File: config.mk
export PLATFORM = sky130hd
export DESIGN_NAME = addr_break_unit
export DESIGN_NICKNAME = d
export VERILOG_FILES = /design/src/rtl/abu_pkg.sv /design/src/rtl/abu_mask_decode.sv /design/src/rtl/abu_match.sv /design/src/rtl/abu_channel.sv /design/src/rtl/addr_break_unit.sv
export SDC_FILE = /design/constraint.sdc
export NUM_CORES = 1
export LEC_CHECK = 0
export CAP_MARGIN = 25
export CORE_MARGIN = 8
export CORE_UTILIZATION = 24
export DETAILED_ROUTE_END_ITERATION = 10
export GPL_TIMING_DRIVEN = 0
export PLACE_DENSITY = 0.47
export SLEW_MARGIN = 20
export SYNTH_ARGS = -nofsm -noshare
export SYNTH_HDL_FRONTEND = slang
export SYNTH_SLANG_ARGS = --single-unit
File: constraint.sdc
create_clock -name clk -period 2.2 [get_ports clk]
set_clock_uncertainty 0.2 [all_clocks]
set_input_delay 0.44 -clock clk [delete_from_list [all_inputs] [get_ports clk]]
set_output_delay 0.44 -clock clk [all_outputs]
set_load 0.01 [all_outputs]
File: src/rtl/abu_pkg.sv
package abu_pkg;

    // Bus cycle kinds presented on bus_kind.
    typedef enum logic [1:0] {
        KIND_FETCH = 2'b00,
        KIND_READ  = 2'b01,
        KIND_WRITE = 2'b10,
        KIND_RSVD  = 2'b11
    } bus_kind_e;

    // Qualifying-cycle selector held in the control byte.
    typedef enum logic [1:0] {
        SEL_FETCH = 2'b00,
        SEL_READ  = 2'b01,
        SEL_WRITE = 2'b10,
        SEL_DATA  = 2'b11
    } cond_sel_e;

    // Control byte, most significant field first (bit 7 = flag).
    typedef struct packed {
        logic       flag;
        logic       any_master;
        logic [2:0] mask_code;
        logic [1:0] cond;
        logic       ie;
    } ctrl_t;

    // Number of ignored low address bits for each mask code.
    function automatic int unsigned ignored_bits(input logic [2:0] code);
        case (code)
            3'd0:    ignored_bits = 0;
            3'd1:    ignored_bits = 1;
            3'd2:    ignored_bits = 2;
            3'd3:    ignored_bits = 3;
            3'd4:    ignored_bits = 4;
            3'd5:    ignored_bits = 8;
            3'd6:    ignored_bits = 12;
            default: ignored_bits = 16;
        endcase
    endfunction

endpackage

File: src/rtl/abu_mask_decode.sv
// Expands a mask code into a keep-vector: 1 = address bit compared.
module abu_mask_decode #(
    parameter int AW = 24
) (
    input  logic [2:0]    code,
    output logic [AW-1:0] keep
);
    import abu_pkg::*;

    logic [31:0] n_ign;
    assign n_ign = ignored_bits(code);

    for (genvar g = 0; g < AW; g++) begin : g_bit
        assign keep[g] = (n_ign <= 32'(g));
    end

endmodule

File: src/rtl/abu_match.sv
// Combinational hit detector for one channel.
module abu_match #(
    parameter int AW = 24
) (
    input  logic          bus_valid,
    input  logic [AW-1:0] bus_addr,
    input  logic [1:0]    bus_kind,
    input  logic          bus_dma,
    input  logic [AW-1:0] target,
    input  logic [2:0]    mask_code,
    input  logic [1:0]    cond,
    input  logic          any_master,
    output logic          hit
);
    import abu_pkg::*;

    logic [AW-1:0] keep;
    logic          addr_ok;
    logic          kind_ok;
    logic          master_ok;
    bus_kind_e     kind;
    cond_sel_e     sel;

    abu_mask_decode #(.AW(AW)) u_mask (
        .code (mask_code),
        .keep (keep)
    );

    always_comb begin
        kind      = bus_kind_e'(bus_kind);
        sel       = cond_sel_e'(cond);
        addr_ok   = ((bus_addr ^ target) & keep) == '0;
        master_ok = !bus_dma || any_master;
        case (sel)
            SEL_FETCH: kind_ok = (kind == KIND_FETCH);
            SEL_READ:  kind_ok = (kind == KIND_READ);
            SEL_WRITE: kind_ok = (kind == KIND_WRITE);
            default:   kind_ok = (kind == KIND_READ) || (kind == KIND_WRITE);
        endcase
        hit = bus_valid && addr_ok && kind_ok && master_ok;
    end

endmodule

File: src/rtl/abu_channel.sv
// One break channel: target register, control byte, clear latch, irq.
module abu_channel #(
    parameter int AW = 24
) (
    input  logic          clk,
    input  logic          rst_n,
    input  logic          wr_addr,
    input  logic          wr_ctrl,
    input  logic          rd_ctrl,
    input  logic [AW-1:0] wdata,
    input  logic          bus_valid,
    input  logic [AW-1:0] bus_addr,
    input  logic [1:0]    bus_kind,
    input  logic          bus_dma,
    output logic [AW-1:0] addr_q,
    output logic [7:0]    ctrl_q,
    output logic          hit,
    output logic          armed,
    output logic          irq
);
    import abu_pkg::*;

    typedef struct packed {
        logic [AW-1:0] addr;
        ctrl_t         ctrl;
        logic          armed;
        logic          irq;
    } state_t;

    state_t s_d, s_q;
    logic   clear_req;

    abu_match #(.AW(AW)) u_match (
        .bus_valid  (bus_valid),
        .bus_addr   (bus_addr),
        .bus_kind   (bus_kind),
        .bus_dma    (bus_dma),
        .target     (s_q.addr),
        .mask_code  (s_q.ctrl.mask_code),
        .cond       (s_q.ctrl.cond),
        .any_master (s_q.ctrl.any_master),
        .hit        (hit)
    );

    always_comb begin
        s_d       = s_q;
        clear_req = wr_ctrl && !wdata[7] && s_q.armed;

        if (wr_addr) begin
            s_d.addr = wdata;
        end

        if (wr_ctrl) begin
            s_d.ctrl.any_master = wdata[6];
            s_d.ctrl.mask_code  = wdata[5:3];
            s_d.ctrl.cond       = wdata[2:1];
            s_d.ctrl.ie         = wdata[0];
            s_d.armed           = 1'b0;
        end

        // A read that returns the flag as 1 arms the clear.
        if (rd_ctrl && s_q.ctrl.flag) begin
            s_d.armed = 1'b1;
        end

        // A hit outranks a clear in the same cycle.
        if (hit) begin
            s_d.ctrl.flag = 1'b1;
        end else if (clear_req) begin
            s_d.ctrl.flag = 1'b0;
        end

        s_d.irq = s_q.ctrl.ie && s_q.ctrl.flag;
    end

    always_ff @(posedge clk or negedge rst_n) begin
        if (!rst_n) begin
            s_q <= '0;
        end else begin
            s_q <= s_d;
        end
    end

    assign addr_q = s_q.addr;
    assign ctrl_q = s_q.ctrl;
    assign armed  = s_q.armed;
    assign irq    = s_q.irq;

endmodule

File: src/rtl/addr_break_unit.sv
// Top: register decode, read mux and the channel array.
module addr_break_unit #(
    parameter int NUM_CH = 2,
    parameter int AW     = 24,
    parameter int DW     = 32,
    localparam int CHW   = $clog2(NUM_CH),
    localparam int IDXW  = CHW + 1
) (
    input  logic              clk,
    input  logic              rst_n,
    input  logic              reg_wr,
    input  logic              reg_rd,
    input  logic [IDXW-1:0]   reg_idx,
    input  logic [DW-1:0]     reg_wdata,
    output logic [DW-1:0]     reg_rdata,
    input  logic              bus_valid,
    input  logic [AW-1:0]     bus_addr,
    input  logic [1:0]        bus_kind,
    input  logic              bus_dma,
    output logic [NUM_CH-1:0] irq
);

    logic              is_ctrl;
    logic [CHW-1:0]    ch_sel;
    logic [AW-1:0]     addr_v [NUM_CH];
    logic [7:0]        ctrl_v [NUM_CH];
    logic [NUM_CH-1:0] hit_v;
    logic [NUM_CH-1:0] armed_v;
    logic [NUM_CH-1:0] flag_v;
    logic [NUM_CH-1:0] ie_v;
    logic              unused_wdata_hi;

    assign is_ctrl         = reg_idx[IDXW-1];
    assign ch_sel          = reg_idx[CHW-1:0];
    assign unused_wdata_hi = ^reg_wdata[DW-1:AW];

    for (genvar i = 0; i < NUM_CH; i++) begin : g_ch
        logic sel_me;
        assign sel_me = (ch_sel == CHW'(i));

        abu_channel #(.AW(AW)) u_ch (
            .clk       (clk),
            .rst_n     (rst_n),
            .wr_addr   (reg_wr && !is_ctrl && sel_me),
            .wr_ctrl   (reg_wr && is_ctrl && sel_me),
            .rd_ctrl   (reg_rd && is_ctrl && sel_me),
            .wdata     (reg_wdata[AW-1:0]),
            .bus_valid (bus_valid),
            .bus_addr  (bus_addr),
            .bus_kind  (bus_kind),
            .bus_dma   (bus_dma),
            .addr_q    (addr_v[i]),
            .ctrl_q    (ctrl_v[i]),
            .hit       (hit_v[i]),
            .armed     (armed_v[i]),
            .irq       (irq[i])
        );

        assign flag_v[i] = ctrl_v[i][7];
        assign ie_v[i]   = ctrl_v[i][0];
    end

    always_comb begin
        reg_rdata = '0;
        if (is_ctrl) begin
            reg_rdata[7:0] = ctrl_v[ch_sel];
        end else begin
            reg_rdata[AW-1:0] = addr_v[ch_sel];
        end
    end

endmodule

==> results.json, run 1 <==
{
  "period_share_pct": 97.9,
  "clk_pin_slew_ps": 50,
  "yosysWarningCount": 0,
  "clock_latency_ps": 330,
  "crit_path_start": "reg_idx[1]",
  "yosysUniqueCellTypes": 40,
  "fin_area_sq_um": 5370,
  "post-place-ws_ps": -1600,
  "r2r_setup_slack_ps": 210,
  "startpoint_type": "input pin",
  "p_leak_nw": 2.29,
  "post_dp_cell_area_sq_um": 4930,
  "wl_microns": 11500,
  "grt_pass1_vias": 3048,
  "pin_count": 100,
  "synth_cells": 298,
  "avgViaCountPerCell": 4.33,
  "max_freq_ghz": 0.464,
  "max_slew.worst_pin.slew_ps": 632,
  "synthTopCellsByArea": "dfrtp_1 (45%), mux2_2 (16%), xor2_1 (7.9%), mux4_2 (5.4%), mux2i_1 (4.2%)",
  "p_per_area_nw_per_um2": 755,
  "layout_setup_ws_ps": 46.5,
  "r2r-end": "g_ch[0].u_ch.ctrl_q[7]",
  "drv_cap": 0,
  "cts_buffers": 9,
  "cts_tree": "done",
  "syn_area_per_cell_sq_um": 12.7,
  "setup_viol": 0,
  "hold_path.class": "reg -> reg",
  "grt_start_max_net_pins": 43,
  "ys_seq_area_share_pct": 45.0,
  "fin_nets": 480,
  "timing_hold_violations_final": 0,
  "die-area_sq_um": 20000,
  "grt_setup_unrepaired": "no",
  "critPathKind": "in -> out",
  "dp.final_hpwl_microns": 8650,
  "cts_max_path_buffers": 2,
  "grt_antenna_before_repair": 0,
  "worstPathRequired_ps": 1560,
  "rr_worst_depth": 5,
  "dr_total_vias": 2735,
  "irDropWorstVdd_mv": 0.307,
  "core_sq_um": 15700,
  "min_period_ps": 2150,
  "synthDominantCellAreaShare_pct": 45.0,
  "cts.sinks": 68,
  "drt_iter0_markers": 129,
  "hold_ws_ps": 282,
  "port_buffers": 83,
  "r2r_start": "g_ch[0].u_ch.addr_q[6]",
  "async_reset_ff_share_pct": 100,
  "dr.pass1.iters": 4,
  "max-slew-margin-rel_pct": 57.7,
  "crit_fanout": 8,
  "synthFlopType": "dfrtp_1",
  "synth-edff-count": 0,
  "wl_per_cell_microns": 18.2,
  "root_buffer": "clkbuf_16",
  "drtAntennaViolNets": 0,
  "std_cell_rows": 46,
  "die_y_microns": 142,
  "slew_viol_final": 0,
  "grt.overflow.total": 0,
  "crit_end": "reg_rdata[0]",
  "final_common_cell": "dfrtp_1",
  "areaGrowthSynthToFinish_pct": 42.0,
  "initial_core_util_pct": 24.2,
  "yosysTopAreaCell": "dfrtp_1",
  "cp-end-kind": "output port",
  "gp_congestion": 0.798,
  "syn_area_sq_um": 3780,
  "antenna_cells": 0,
  "grt_usage_pct": 12.0,
  "remaining_drc_errors": 0,
  "final_cell_mix": "dfrtp_1 (65), mux2_2 (54), clkdlybuf4s50_1 (53), xor2_1 (34), buf_4 (23)",
  "htree_num_levels": 3,
  "status": "finished, final reports clean",
  "die_x_microns": 142,
  "fin_tns_setup_ps": 0,
  "ys_seq_elements": 68,
  "drive_gt1_share_pct": 32.5,
  "critPathArrivalTime_ps": 1510,
  "grt_pass1_wl_microns": 18000
}
-- cells by family (layout without fill, tap and decap cells) --
kind of cell	Yosys count	count (layout)	synth area share, %
other cells	1	8	0.0991
simple gates	46	46	6.98
compound gates	20	20	3.54
fa+ha+maj	4	4	1.26
buf+inv	24	135	3.57
mux	88	88	28.7
flops	68	68	45.0
xor+xnor	47	47	10.9
-- where the power goes --
part,internal [mW],total [mW],switching (mW)
Sequential,1.47,1.68,0.203
Clock,0.791,1.30,0.512
Combinational,0.614,1.08,0.464
Total,2.88,4.06,1.18
-- registers in the layout, indices dropped and copies added (netlist names) --
signal and cells:
g_ch.u_ch.addr_q 48, g_ch.u_ch.armed 2, g_ch.u_ch.irq 2, g_ch.u_ch.ctrl_q 16
-- through the flow --
step | total power [mW] | utilization [%] | instances
after global placement | 2.76 | 31.4 | 604
after detailed placement | 2.79 | 31.5 | 605
after CTS | 4.11 | 34.2 | 632
after global routing | 4.29 | 34.3 | 632
after floorplan | 2.28 | - | 305
final | 4.06 | 34.3 | 632
-- worst min-delay path by stage --
stage | endpoint | startpoint | depth (start not counted)
5_1_grt | g_ch[1].u_ch.armed | g_ch[1].u_ch.armed | 2
3_5_place_dp | g_ch[0].u_ch.addr_q[16] | rst_n | 1
6_report | g_ch[0].u_ch.armed | g_ch[0].u_ch.armed | 2
2_1_floorplan | g_ch[0].u_ch.addr_q[0] | rst_n | 0
4_1_cts | g_ch[0].u_ch.armed | g_ch[0].u_ch.armed | 2
3_3_place_gp | g_ch[0].u_ch.armed | g_ch[0].u_ch.armed | 2
-- timing repair --
item,in CTS,in global routing
hold buffers,1,0
endpoints found under the hold margin,26,0
resized for setup,100,8
setup buffers,9,0
endpoints found under the setup margin,80,2
cloned,1,0
pin swaps,1,1
-- Yosys cell counts, types with 6 or more instances --
cell type	instances
buf_2	6
buf_4	10
dfrtp_1	68
mux2_1	8
mux2_2	54
mux2i_1	16
mux4_2	9
nand2_1	7
nor2_1	18
o21ai_0	6
xnor2_1	13
xor2_1	34
-- critical path, cell delays in order --
cell	delay (ps)
buf_2	150
buf_8	150
buf_4	120
mux4_2	490
buf_2	160
-- layout make-up --
type	instances	area, sq um
Tap cell	216	270
Multi-Input combinational cell	213	2000
Inverter	4	15.0
Clock buffer	14	254
Sequential cell	68	1710
Fill cell	1576	10300
Buffer	20	209
Timing Repair Buffer	95	905
Clock inverter	2	10.0
-- metal layers --
| layer | up-vias | track usage [%] | share of wire [%] |
|---|---|---|---|
| li1 | 1280 | - | - |
| met4 | 0 | 4.52 | 1.5 |
| met1 | 1364 | 15.0 | 45 |
| met2 | 79 | 19.4 | 48 |
| met3 | 12 | 3.36 | 6.0 |
| met5 | - | 0 | 0 |
No activity file was read; power rests on OpenSTA's default activity.
==> run 2: changes to the inputs <==
--- a/config.mk
+++ b/config.mk
@@ -5,12 +5,13 @@
 export SDC_FILE = /design/constraint.sdc
 export NUM_CORES = 1
 export LEC_CHECK = 0
+export ABC_AREA = 1
 export CAP_MARGIN = 25
 export CORE_MARGIN = 8
-export CORE_UTILIZATION = 24
+export CORE_UTILIZATION = 44
 export DETAILED_ROUTE_END_ITERATION = 10
 export GPL_TIMING_DRIVEN = 0
-export PLACE_DENSITY = 0.47
+export PLACE_DENSITY = 0.74
 export SLEW_MARGIN = 20
 export SYNTH_ARGS = -nofsm -noshare
 export SYNTH_HDL_FRONTEND = slang
==> results.json, run 2 <==
{
  "pin_count": 100,
  "final_common_cell": "nand2_1",
  "layout_setup_ws_ps": 87.5,
  "synthDominantCellAreaShare_pct": 41.4,
  "worstPathRequired_ps": 1560,
  "wl_microns": 12800,
  "grt.overflow.total": 0,
  "die-area_sq_um": 12700,
  "synth_mux_area_share_pct": 0,
  "drt_iter0_markers": 255,
  "dr_total_vias": 4091,
  "drv_cap": 0,
  "htree_num_levels": 3,
  "grt_setup_unrepaired": "no",
  "remaining_drc_errors": 0,
  "yosysTopAreaCell": "dfrtp_1",
  "cp-end-kind": "output port",
  "p_per_area_nw_per_um2": 657,
  "cts.sinks": 68,
  "slew_viol_final": 0,
  "syn_area_sq_um": 4110,
  "wl_per_cell_microns": 16.3,
  "max-slew-margin-rel_pct": 55.8,
  "die_y_microns": 113,
  "post-place-ws_ps": -542,
  "synth-simple-area-share_pct": 23.7,
  "startpoint_type": "input pin",
  "yosys.cell_count.top_type": "nand2_1",
  "cts_tree": "done",
  "status": "finished, final reports clean",
  "cts_buffers": 9,
  "critPathArrivalTime_ps": 1470,
  "synth_cells": 571,
  "fin_nets": 741,
  "synth_top_family_by_area": "simple AND/OR/NAND/NOR gates",
  "dp.final_hpwl_microns": 9480,
  "areaGrowthSynthToFinish_pct": 28.4,
  "std_cell_rows": 35,
  "crit_fanout": 10,
  "grt_antenna_before_repair": 0,
  "ys_seq_area_share_pct": 41.4,
  "core_sq_um": 9150,
  "critPathKind": "in -> out",
  "setup_viol": 0,
  "root_buffer": "clkbuf_8",
  "grt_start_max_net_pins": 43,
  "antenna_cells": 0,
  "ys_seq_elements": 68,
  "avgViaCountPerCell": 5.20,
  "die_x_microns": 113,
  "synthAdderAreaFrac_pct": 0.914,
  "p_leak_nw": 2.73,
  "cts_max_path_buffers": 2,
  "grt_pass1_wl_microns": 20700,
  "drive_gt1_share_pct": 8.15,
  "synth_xor_area_share_pct": 5.33,
  "cp_cell_sequence": "buf_6 > inv_8 > clkbuf_4 > o21ai_0 > o22ai_1 > dlygate4sd2_1",
  "drtAntennaViolNets": 0,
  "synth-edff-count": 0,
  "post-cts-setup-buffers": 0,
  "async_reset_ff_share_pct": 100,
  "synth_compound_area_share_pct": 16.0,
  "min_period_ps": 2110,
  "syn_area_per_cell_sq_um": 7.19,
  "final_cell_mix": "nand2_1 (169), o21ai_0 (92), inv_1 (72), dfrtp_1 (68), clkdlybuf4s50_1 (56)",
  "largest_reg_flops": 48,
  "dr.pass1.iters": 5,
  "initial_core_util_pct": 44.9,
  "timing_hold_violations_final": 0,
  "grt_usage_pct": 20.7,
  "post_dp_cell_area_sq_um": 5100,
  "max_slew.worst_pin.slew_ps": 663,
  "synthFlopType": "dfrtp_1",
  "port_buffers": 81,
  "gp_congestion": 0.954,
  "irDropWorstVdd_mv": 0.365,
  "hold_path.class": "in -> reg",
  "grt_pass1_vias": 4070,
  "fin_area_sq_um": 5280,
  "crit_slowest_cell": "dlygate4sd2_1",
  "max_freq_ghz": 0.473,
  "cpPeakStageDelay_ps": 300,
  "synthTopCellsByCount": "nand2_1 (169), o21ai_0 (92), inv_1 (72), dfrtp_1 (68), nor2_1 (40)",
  "fin_tns_setup_ps": 0,
  "synthTopCellsByArea": "dfrtp_1 (41%), nand2_1 (15%), o21ai_0 (11%), inv_1 (6.6%), xor2_1 (4.1%)",
  "yosysWarningCount": 0,
  "clk_pin_slew_ps": 70,
  "yosysUniqueCellTypes": 26,
  "clock_latency_ps": 360,
  "period_share_pct": 96.0
}
-- run 2: timing repair --
action                                 CTS  global route
gates cloned                             0             0
gates resized for setup                 37             1
endpoints found under the hold margin   26             0
setup endpoints to repair               24             1
hold buffers                             1             0
-- run 2: final timing paths --
kind,cells past startpoint,start,to,slack [ps]
min,3,reg_idx[1],g_ch[0].u_ch.armed,220
max,6,reg_idx[1],reg_rdata[2],90
max reg2reg,6,g_ch[0].u_ch.ctrl_q[4],g_ch[0].u_ch.ctrl_q[7],540
min reg2reg,2,g_ch[1].u_ch.ctrl_q[0],g_ch[1].u_ch.irq,300
max in group asynchronous,3,rst_n,g_ch[0].u_ch.addr_q[14],910
min in group asynchronous,2,rst_n,g_ch[0].u_ch.addr_q[5],330
-- run 2: final cells by class --
cell class	instances	area (sq um)
Buffer	33	260
Clock buffer	12	145
Clock inverter	2	12.5
Fill cell	885	3880
Inverter	75	289
Multi-Input combinational cell	402	1920
Sequential cell	68	1700
Tap cell	111	139
Timing Repair Buffer	83	812
-- run 2: logic make-up after synthesis --
| kind of cell | count (synthesis) |
|---|---|
| flops | 68 |
| xor+xnor | 25 |
| fa+ha+maj | 3 |
| simple gates | 239 |
| compound gates | 127 |
| other cells | 1 |
| buf+inv | 108 |
-- run 2: routing by layer --
| metal | vias up | GRT usage, % | routed length (microns) |
|---|---|---|---|
| met4 | 0 | 7.28 | 180 |
| met3 | 16 | 5.58 | 1190 |
| met5 | - | 0 | 0 |
| met2 | 194 | 33.5 | 6010 |
| li1 | 1982 | - | - |
| met1 | 1899 | 25.9 | 5400 |
-- run 2: where the power goes --
| part | switching [mW] | total, mW | leakage [nW] | internal (mW) |
|---|---|---|---|---|
| clock | 0.464 | 0.890 | 0.0783 | 0.426 |
| sequential | 0.173 | 1.61 | 0.855 | 1.43 |
| combinational | 0.537 | 0.969 | 1.79 | 0.432 |
-- run 2: per-stage QoR --
step / cells / util, % / hold WS, ps / power (mW)
floorplan: 578 / - / -55.6 / 2.18
finish: 786 / 57.6 / 223 / 3.47
CTS: 786 / 57.6 / 217 / 3.46
detailed placement: 771 / 55.7 / 181 / 2.61
global placement: 770 / 55.5 / 278 / 2.58
global route: 786 / 57.6 / 226 / 3.68
-- run 2: worst max-delay path: cells and delay by family --
| kind | cells | cell delay [ps] |
|---|---|---|
| buf+inv | 4 | 750 |
| compound gates | 2 | 270 |
